[config.mk]
export PLATFORM = sky130hd
export DESIGN_NAME = gfx_host_regif
export DESIGN_NICKNAME = d
export VERILOG_FILES = /design/src/rtl/gfx_regif_pkg.sv /design/src/rtl/gfx_gpr_file.sv /design/src/rtl/gfx_status_reg.sv /design/src/rtl/gfx_ctrl_regs.sv /design/src/rtl/gfx_cache_window.sv /design/src/rtl/gfx_host_regif.sv
export SDC_FILE = /design/constraint.sdc
export NUM_CORES = 2
export LEC_CHECK = 0
export BUFFER_PORTS_ARGS = -buffer_cell sky130_fd_sc_hd__buf_2
export CAP_MARGIN = 20
export CORE_MARGIN = 4
export CORE_UTILIZATION = 45
export CTS_BUF_LIST = sky130_fd_sc_hd__clkbuf_16
export CTS_CLUSTER_SIZE = 25
export DETAILED_ROUTE_END_ITERATION = 10
export PLACE_DENSITY = 0.62
export RECOVER_POWER = 25
export SLEW_MARGIN = 10
export SYNTH_ARGS = -nofsm -noshare
export SYNTH_HDL_FRONTEND = slang
export SYNTH_MEMORY_MAX_BITS = 65536
export SYNTH_SLANG_ARGS = --single-unit
[constraint.sdc]
create_clock -name clk -period 3.3 [get_ports clk]
set_input_delay 0.33 -clock clk [delete_from_list [all_inputs] [get_ports clk]]
set_output_delay 0.33 -clock clk [all_outputs]
set_load 0.01 [all_outputs]
[src/rtl/gfx_regif_pkg.sv]
// Package: shared constants and types for the coprocessor host register window.
// Assumes a 10-bit byte offset space and 16-bit registers split into bytes.
package gfx_regif_pkg;
    localparam int HOST_AW  = 10;
    localparam int REG_W    = 16;
    localparam int NUM_GPR  = 16;
    localparam int CACHE_BYTES = 512;
    localparam logic [HOST_AW-1:0] CACHE_LO = 10'h100;
    localparam logic [HOST_AW-1:0] CACHE_HI = 10'h2FF;

    // Status word bit positions
    localparam int ST_GO  = 5;
    localparam int ST_IRQ = 15;
    // Bits the core may load: Z,CY,S,OV,R,ALT1,ALT2,IL,IH,B
    localparam logic [REG_W-1:0] CORE_FLAG_MASK = 16'h1F5E;

    // Low-nibble offsets inside the control window 0x030..0x03F
    localparam logic [3:0] C_STAT_LO = 4'h0;
    localparam logic [3:0] C_STAT_HI = 4'h1;
    localparam logic [3:0] C_BRAM    = 4'h3;
    localparam logic [3:0] C_PBANK   = 4'h4;
    localparam logic [3:0] C_RBANK   = 4'h6;
    localparam logic [3:0] C_CFG     = 4'h7;
    localparam logic [3:0] C_SBASE   = 4'h8;
    localparam logic [3:0] C_CLK     = 4'h9;
    localparam logic [3:0] C_SMODE   = 4'hA;
    localparam logic [3:0] C_VER     = 4'hB;
    localparam logic [3:0] C_MBANK   = 4'hC;
    localparam logic [3:0] C_CBASE_L = 4'hE;
    localparam logic [3:0] C_CBASE_H = 4'hF;

    localparam logic [HOST_AW-1:0] STAT_HI_ADDR = 10'h031;

    typedef enum logic [1:0] {
        RG_NONE  = 2'd0,
        RG_GPR   = 2'd1,
        RG_CTRL  = 2'd2,
        RG_CACHE = 2'd3
    } region_e;

    // Classify a host byte offset into a region
    function automatic region_e decode_region(input logic [HOST_AW-1:0] a);
        region_e r;
        r = RG_NONE;
        if (a[HOST_AW-1:5] == '0)
            r = RG_GPR;
        else if (a[HOST_AW-1:4] == 6'h03)
            r = RG_CTRL;
        else if (a >= CACHE_LO && a <= CACHE_HI)
            r = RG_CACHE;
        return r;
    endfunction
endpackage

[src/rtl/gfx_gpr_file.sv]
// General register file: NUM 16-bit registers, byte-addressed little-endian.
// Assumes at most one write per cycle; the last register is the program
// counter and a write to its upper byte is flagged as a launch.
module gfx_gpr_file #(
    parameter int NUM = 16
) (
    input  logic                     clk,
    input  logic                     rst_n,
    input  logic                     wr_en,
    input  logic [$clog2(NUM):0]     byte_addr,
    input  logic [7:0]               wdata,
    output logic [7:0]               rd_byte,
    output logic                     pc_hi_wr,
    output logic [15:0]              pc_out
);
    localparam int IW = $clog2(NUM);
    localparam logic [IW-1:0] PC_IDX = IW'(NUM - 1);

    logic [15:0]   gpr [NUM];
    logic [IW-1:0] idx;
    logic          hi_sel;

    assign idx    = byte_addr[IW:1];
    assign hi_sel = byte_addr[0];

    for (genvar g = 0; g < NUM; g++) begin : g_reg
        // Byte-wise update of one general register
        always_ff @(posedge clk) begin
            if (!rst_n)
                gpr[g] <= '0;
            else if (wr_en && idx == IW'(g)) begin
                if (hi_sel) gpr[g][15:8] <= wdata;
                else        gpr[g][7:0]  <= wdata;
            end
        end
    end

    // Byte select for host reads
    always_comb rd_byte = hi_sel ? gpr[idx][15:8] : gpr[idx][7:0];

    assign pc_hi_wr = wr_en && hi_sel && (idx == PC_IDX);
    assign pc_out   = gpr[NUM-1];
endmodule

[src/rtl/gfx_status_reg.sv]
// Status word: running flag, interrupt flag and core-owned arithmetic/mode
// flags. Assumes start beats stop and a new interrupt beats acknowledge.
module gfx_status_reg
    import gfx_regif_pkg::*;
(
    input  logic              clk,
    input  logic              rst_n,
    input  logic              start,
    input  logic              core_stop,
    input  logic              core_irq,
    input  logic              irq_ack,
    input  logic              flag_we,
    input  logic [REG_W-1:0]  flags,
    output logic [REG_W-1:0]  sfr
);
    logic [REG_W-1:0] sfr_nxt;

    // Next-state of the status word with fixed priorities
    always_comb begin
        sfr_nxt = sfr;
        if (flag_we)
            sfr_nxt = (sfr & ~CORE_FLAG_MASK) | (flags & CORE_FLAG_MASK);
        if (core_stop) sfr_nxt[ST_GO] = 1'b0;
        if (start)     sfr_nxt[ST_GO] = 1'b1;
        if (irq_ack)   sfr_nxt[ST_IRQ] = 1'b0;
        if (core_irq)  sfr_nxt[ST_IRQ] = 1'b1;
    end

    // Status word register
    always_ff @(posedge clk) begin
        if (!rst_n) sfr <= '0;
        else        sfr <= sfr_nxt;
    end
endmodule

[src/rtl/gfx_ctrl_regs.sv]
// Control byte bank at 0x030..0x03F: banks, screen base/mode, config, clock,
// backup RAM, version and cache base. Stores only defined bits; status is
// supplied from outside and is read-only here.
module gfx_ctrl_regs
    import gfx_regif_pkg::*;
#(
    parameter logic [7:0] VERSION = 8'h04
) (
    input  logic              clk,
    input  logic              rst_n,
    input  logic              wr_en,
    input  logic [3:0]        ofs,
    input  logic [7:0]        wdata,
    input  logic [REG_W-1:0]  sfr,
    output logic [7:0]        rd_byte,
    output logic              irq_mask,
    output logic              mult_fast,
    output logic              clk_fast,
    output logic              bram_en,
    output logic [5:0]        smode,
    output logic [REG_W-1:0]  cache_base
);
    logic [7:0]  pbank, rbank, mbank, sbase;
    logic [11:0] cbase_q;

    // Writable control bytes
    always_ff @(posedge clk) begin
        if (!rst_n) begin
            pbank <= '0; rbank <= '0; mbank <= '0; sbase <= '0;
            irq_mask <= 1'b0; mult_fast <= 1'b0; clk_fast <= 1'b0;
            bram_en <= 1'b0; smode <= '0; cbase_q <= '0;
        end else if (wr_en) begin
            case (ofs)
                C_PBANK:   pbank <= wdata;
                C_RBANK:   rbank <= wdata;
                C_MBANK:   mbank <= wdata;
                C_SBASE:   sbase <= wdata;
                C_CFG: begin
                    irq_mask  <= wdata[7];
                    mult_fast <= wdata[5];
                end
                C_CLK:     clk_fast <= wdata[0];
                C_BRAM:    bram_en  <= wdata[0];
                C_SMODE:   smode    <= wdata[5:0];
                C_CBASE_L: cbase_q[3:0]  <= wdata[7:4];
                C_CBASE_H: cbase_q[11:4] <= wdata;
                default: ;
            endcase
        end
    end

    assign cache_base = {cbase_q, 4'h0};

    // Read mux of the control window
    always_comb begin
        case (ofs)
            C_STAT_LO: rd_byte = sfr[7:0];
            C_STAT_HI: rd_byte = sfr[15:8];
            C_PBANK:   rd_byte = pbank;
            C_RBANK:   rd_byte = rbank;
            C_MBANK:   rd_byte = mbank;
            C_SBASE:   rd_byte = sbase;
            C_CFG:     rd_byte = {irq_mask, 1'b0, mult_fast, 5'b0};
            C_CLK:     rd_byte = {7'b0, clk_fast};
            C_BRAM:    rd_byte = {7'b0, bram_en};
            C_SMODE:   rd_byte = {2'b0, smode};
            C_VER:     rd_byte = VERSION;
            C_CBASE_L: rd_byte = cache_base[7:0];
            C_CBASE_H: rd_byte = cache_base[15:8];
            default:   rd_byte = 8'h00;
        endcase
    end
endmodule

[src/rtl/gfx_cache_window.sv]
// Byte-wide cache memory seen through the host window. Synchronous write,
// registered read that holds its value between reads.
module gfx_cache_window #(
    parameter int BYTES = 512
) (
    input  logic                      clk,
    input  logic                      rst_n,
    input  logic                      we,
    input  logic                      re,
    input  logic [$clog2(BYTES)-1:0]  idx,
    input  logic [7:0]                wdata,
    output logic [7:0]                rdata
);
    logic [7:0] mem [BYTES];

    // Storage array write port
    always_ff @(posedge clk) begin
        if (we) mem[idx] <= wdata;
    end

    // Registered read port
    always_ff @(posedge clk) begin
        if (!rst_n)  rdata <= 8'h00;
        else if (re) rdata <= mem[idx];
    end
endmodule

[src/rtl/gfx_host_regif.sv]
// Top of the host register window. Decodes the byte offset into register,
// control and cache regions, drives the launch pulse and the masked
// interrupt, and returns read data one cycle after the read strobe.
module gfx_host_regif
    import gfx_regif_pkg::*;
#(
    parameter logic [7:0] VERSION = 8'h04
) (
    input  logic                clk,
    input  logic                rst_n,
    input  logic [HOST_AW-1:0]  host_addr,
    input  logic                host_wr,
    input  logic                host_rd,
    input  logic [7:0]          host_wdata,
    output logic [7:0]          host_rdata,
    input  logic                core_stop,
    input  logic                core_irq,
    input  logic                core_flag_we,
    input  logic [REG_W-1:0]    core_flags,
    output logic                start_pulse,
    output logic [REG_W-1:0]    pc_out,
    output logic                irq_out,
    output logic                rom_to_core,
    output logic                ram_to_core,
    output logic [1:0]          height_mode,
    output logic [1:0]          color_mode,
    output logic                mult_fast,
    output logic                clk_fast,
    output logic                bram_en,
    output logic [REG_W-1:0]    cache_base
);
    localparam int GBW = $clog2(NUM_GPR) + 1;
    localparam int CAW = $clog2(CACHE_BYTES);

    region_e           region;
    logic [7:0]        gpr_byte, ctrl_byte, cache_byte, misc_d, misc_q;
    logic              pc_hi_wr, irq_mask, sel_cache_q;
    logic [REG_W-1:0]  sfr;
    logic [5:0]        smode;
    logic [CAW-1:0]    cidx;

    assign region = decode_region(host_addr);
    assign cidx   = host_addr[CAW-1:0] - CACHE_LO[CAW-1:0];

    gfx_gpr_file #(.NUM(NUM_GPR)) u_gpr (
        .clk      (clk),
        .rst_n    (rst_n),
        .wr_en    (host_wr && region == RG_GPR),
        .byte_addr(host_addr[GBW-1:0]),
        .wdata    (host_wdata),
        .rd_byte  (gpr_byte),
        .pc_hi_wr (pc_hi_wr),
        .pc_out   (pc_out)
    );

    gfx_status_reg u_stat (
        .clk      (clk),
        .rst_n    (rst_n),
        .start    (pc_hi_wr),
        .core_stop(core_stop),
        .core_irq (core_irq),
        .irq_ack  (host_rd && host_addr == STAT_HI_ADDR),
        .flag_we  (core_flag_we),
        .flags    (core_flags),
        .sfr      (sfr)
    );

    gfx_ctrl_regs #(.VERSION(VERSION)) u_ctrl (
        .clk       (clk),
        .rst_n     (rst_n),
        .wr_en     (host_wr && region == RG_CTRL),
        .ofs       (host_addr[3:0]),
        .wdata     (host_wdata),
        .sfr       (sfr),
        .rd_byte   (ctrl_byte),
        .irq_mask  (irq_mask),
        .mult_fast (mult_fast),
        .clk_fast  (clk_fast),
        .bram_en   (bram_en),
        .smode     (smode),
        .cache_base(cache_base)
    );

    gfx_cache_window #(.BYTES(CACHE_BYTES)) u_cache (
        .clk  (clk),
        .rst_n(rst_n),
        .we   (host_wr && region == RG_CACHE),
        .re   (host_rd && region == RG_CACHE),
        .idx  (cidx),
        .wdata(host_wdata),
        .rdata(cache_byte)
    );

    // Non-cache read source for the current offset
    always_comb begin
        case (region)
            RG_GPR:  misc_d = gpr_byte;
            RG_CTRL: misc_d = ctrl_byte;
            default: misc_d = 8'h00;
        endcase
    end

    // Read capture and one-cycle launch pulse
    always_ff @(posedge clk) begin
        if (!rst_n) begin
            misc_q      <= 8'h00;
            sel_cache_q <= 1'b0;
            start_pulse <= 1'b0;
        end else begin
            start_pulse <= pc_hi_wr;
            if (host_rd) begin
                misc_q      <= misc_d;
                sel_cache_q <= (region == RG_CACHE);
            end
        end
    end

    assign host_rdata  = sel_cache_q ? cache_byte : misc_q;
    assign irq_out     = sfr[ST_IRQ] && !irq_mask;
    assign rom_to_core = smode[4];
    assign ram_to_core = smode[3];
    assign height_mode = {smode[5], smode[2]};
    assign color_mode  = smode[1:0];
endmodule

==> impl_summary.log <==
INFO  metric outcome = finished, violations left
INFO  metric violations_in_the_final_reports = max-capacitance violations, max-slew violations, negative setup slack
INFO  metric core_area = just under 400,000 um^2
INFO  metric clock_sink_count = 4,436
INFO  metric hp-class = in2reg
INFO  metric clkTransAtPathRegs = 0.06 ns
INFO  metric cellInternalPower = 93,600 uW
INFO  metric route.detailed.vias_per_inst = 6.15
INFO  metric worstMarginPinSlew = 3.56 ns
INFO  metric synth_top_family_by_area = multiplexers
INFO  metric cpMaxStageDelayCell = dlygate4sd3_1
INFO  metric yosys.cell_types.count = 78
INFO  metric global_route.overflow_total = 0
INFO  metric timing.critical_path.max_delay_family = buffers and inverters
INFO  metric finalSetupTns = -0.0772 ns
INFO  metric numCtsBuffers = 432
INFO  metric clock_power_share = 0.420
INFO  metric kind_of_start_point_of_the_critical_path = input port
INFO  metric sw_frac_of_total = 0.215
INFO  metric nNetsFinal = 10,200
INFO  metric seq_area_frac_synth = 0.759
INFO  metric antenna_nets_post_route = 0
INFO  metric synth-warning-count = 0
INFO  metric critPathCaptureType = flip-flop
INFO  metric slew_headroom = -1.37
INFO  metric maxCapViolations = 8
INFO  metric worst_setup_path_startpoint = host_rd
INFO  metric power_frac_seq = 0.522
INFO  metric placementRows = 228
INFO  metric critPathKind = in2reg
INFO  metric syn_area_per_cell = between 15 and 20 um^2
INFO  metric worstSkewPairLatency = slightly below 1 ns
INFO  metric synth-compound-area-share = 0.0301
INFO  metric cp.arrival = 4.24 ns
INFO  metric grt.busiest_layer = met2
INFO  metric crit_cells = 11
INFO  metric first_global_vias = ~96,000
INFO  metric largest_net_degree_at_the_start_of_global_routing = 98
INFO  metric comb_power_share = 0.058
INFO  metric muxShareOfSynthArea = 0.155
INFO  metric detailed_place_hpwl = approximately 360 mm
INFO  metric ys.flop_type = edfxtp_1
INFO  metric floorplan.initialDensity = 0.452
INFO  metric mostFrequentLayoutCells = edfxtp_1 (4,352), buf_4 (1,204), mux4_2 (991), nor2_1 (656), clkbuf_16 (440)
INFO  metric layout_commonest_cell = edfxtp_1
INFO  metric post-cts-setup-buffer-count = 0
INFO  metric die_x = 631 um
INFO  metric final_layout_size_suffix_gt1_frac = 0.305
INFO  metric area_growth = 18.2%
INFO  metric drt_iter0_markers = 13,700
INFO  metric grt_use_total = 0.265
INFO  metric global_route_wire_length_before_repair = 749 mm
INFO  metric synthesized_area_fraction_occupied_by_and_or_nand_nor_cells = 0.0392
INFO  metric synth-seq-cells = approximately 4,400
INFO  metric gr-usage-met3 = 0.0611
INFO  metric cts_tree = done
INFO  metric synth-edff-count = 4,352
INFO  metric p_switching = approximately 26,000 uW
INFO  metric adder_and_majority_gate_portion_of_the_synthesized_area = 0
INFO  metric design.die.area = 398,000 um^2
INFO  metric vdd.ir_drop.worst = 0.000497 V
INFO  metric synthesis.area = approximately 170,000 um^2
INFO  metric drt_drc_violations_left = 0
INFO  metric rr_startpoint = u_cache.mem[166][3]$_DFFE_PP_
INFO  metric cellPowerDensity = 578 nW/um^2
INFO  metric postSynth.asyncResetShare = 0
INFO  metric cts-htree-levels = 5
INFO  metric cp_num_buf_inv = 4
INFO  metric post-route-period-util = 1.02
INFO  metric drt_first_pass_iters = 6
INFO  metric reg2reg_to = u_cache.rdata[3]$_SDFFE_PN0P_
INFO  metric timing.critical_path.cells = dlygate4sd3_1 -> clkbuf_1 -> nand2_1 -> a31oi_1 -> buf_4 -> nand4_1 -> a211oi_1 -> buf_4 -> nand3_1 -> nor3_1 -> a31oi_1
INFO  metric synth_cells = 8,753
INFO  metric use_met2 = 0.411
INFO  metric clock_tree.root_cell = clkbuf_16
INFO  metric drt-total-wl = 535 mm
INFO  metric path_max_fanout = 4
INFO  metric finalHoldViolations = 0
INFO  metric finalSetupViolCount = 2
INFO  metric io_pins = 92
INFO  metric gp_congestion = about 0.95
INFO  metric timing.reg2reg.worst_path_depth = 7
INFO  metric rsz0062_at_grt = false
INFO  metric vias = 96,700
INFO  metric grt.met1_usage = 0.368
INFO  metric worst_ep_required_time = 4.16 ns
INFO  metric avgRoutedWirePerCell = 34.0 um
INFO  metric cp_peak_stage_delay = roughly 0.70 ns
INFO  metric die_height = approximately 630 um
INFO  metric final.setup_skew = 0.0500 ns
INFO  metric slew_violations = 520
INFO  metric antenna_violations_before_repair = 38
INFO  metric setup_ws = -0.0727 ns
INFO  metric clock_path_buffers = 4
INFO  metric fin_worst_hold_slack = 0.209 ns
INFO  metric static-leakage-power = 0.0680 uW
INFO  metric maxClockFrequency = 0.296 GHz
INFO  metric r2r_slack = 0 ns
INFO  metric period_minus_slack = 3.37 ns
INFO  metric io_buffers = slightly above 80
INFO  metric setup.worst_path.end = u_cache.rdata[2]$_SDFFE_PN0P_
INFO  metric synth_xor_area_frac = 0.0000502
## through the flow
step	area, um^2	cells	setup WS, ns	total power [uW]	util
global route	206000	15700	0.0161	122000	0.534
detailed placement	192000	14900	-0.920	70200	0.498
finish	206000	15700	-0.0727	119000	0.535
floorplan	174000	8756	0.405	66300	-
CTS	207000	15700	0.0384	120000	0.536
global placement	192000	14900	-1.35	70100	0.497
## final cells by class
| class | count | area, um^2 |
|---|---|---|
| Antenna cell | 15 | 37.5 |
| Clock buffer | 440 | 11000 |
| Clock inverter | 364 | 3350 |
| Fill cell | 29800 | 180000 |
| Inverter | 7 | 33.8 |
| Multi-Input combinational cell | 3751 | 39400 |
| Sequential cell | 4436 | 132000 |
| Tap cell | 5175 | 6470 |
| Timing Repair Buffer | 1549 | 13600 |
## registers in the layout, indices dropped and copies added (netlist names)
register / flops
u_ctrl.irq_mask: 1
u_cache.mem: 4096
u_cache.rdata: 8
sel_cache_q: 1
u_ctrl.mbank: 8
u_ctrl.smode: 6
u_ctrl.pbank: 8
misc_q: 8
u_ctrl.sbase: 8
u_gpr.gpr: 256
u_ctrl.cbase_q: 12
u_stat.sfr: 12
start_pulse: 1
u_ctrl.mult_fast: 1
u_ctrl.bram_en: 1
u_ctrl.clk_fast: 1
u_ctrl.rbank: 8
## routing by layer
metal | vias to the layer above | part of all wire
met2 | 5893 | 0.46
met4 | 10 | 0.049
met1 | 51000 | 0.38
met3 | 1025 | 0.11
met5 | - | 0.00011
li1 | 38800 | -
## power groups by stage
| stage | sequential, uW | clock (uW) | combinational (uW) |
|---|---|---|---|
| global placement | 63300 | 0 | 6790 |
| global route | 62100 | 53100 | 7160 |
| detailed placement | 63300 | 0 | 6900 |
| floorplan | 63300 | 0 | 3010 |
| CTS | 62100 | 50600 | 6960 |
| finish | 62200 | 50100 | 6950 |
## worst reg2reg max path: stages, from the launching register on
cell,delay (ns)
edfxtp_1,0.39
mux4_2,0.54
a22o_1,0.27
a221oi_1,0.46
a31oi_1,0.33
nor4_1,0.93
buf_4,0.24
a31oi_1,0.07
## kinds of logic after synthesis
group	count (synthesis)
xor gates and xnor gates	1
other	1
DFF	4436
AOI/OAI and AO/OA	790
muxes	1453
and+or+nand+nor	1503
buffers and inverters	569
## worst min-delay path by stage
stage	cells after the start	startpoint	end	slack (ns)
global placement	2	u_ctrl.sbase[7]$_SDFFE_PN0P_	u_ctrl.sbase[7]$_SDFFE_PN0P_	0.44
detailed placement	2	u_ctrl.sbase[2]$_SDFFE_PN0P_	u_ctrl.sbase[2]$_SDFFE_PN0P_	0.44
finish	5	host_addr[2]	u_cache.rdata[2]$_SDFFE_PN0P_	0.21
CTS	1	host_wdata[2]	u_cache.mem[493][2]$_DFFE_PP_	0.009
global route	5	host_addr[2]	u_cache.rdata[2]$_SDFFE_PN0P_	0.16
floorplan	1	core_stop	u_stat.sfr[5]$_SDFFE_PN0P_	0.42
## synthesized netlist by cell type, types with 26 or more instances
cell / instances / area share
o22ai_1: 65 / 0.0023
nand3_1: 89 / 0.0026
o21ai_0: 132 / 0.0038
dfxtp_1: 84 / 0.0096
nor4_1: 26 / 0.00093
edfxtp_1: 4352 / 0.75
buf_6: 37 / 0.0024
nor2_1: 667 / 0.014
mux2i_1: 402 / 0.023
buf_1: 27 / 0.00058
nor3_1: 46 / 0.0013
buf_2: 163 / 0.0047
a21oi_1: 158 / 0.0045
buf_4: 90 / 0.0039
mux2_2: 60 / 0.0039
nand2_1: 313 / 0.0067
mux4_2: 991 / 0.13
clkbuf_1: 242 / 0.0052
and2_1: 265 / 0.0095
a22oi_1: 155 / 0.0067
a31oi_1: 69 / 0.0025
a221oi_1: 57 / 0.0029
## what timing repair did
| action | CTS | global route |
|---|---|---|
| gates resized for setup | 1 | 1 |
| endpoints found under the hold margin | 352 | 0 |
| hold buffers | 34 | 0 |
| setup endpoints to repair | 1 | 1 |
(Power assumes the default switching activity.)
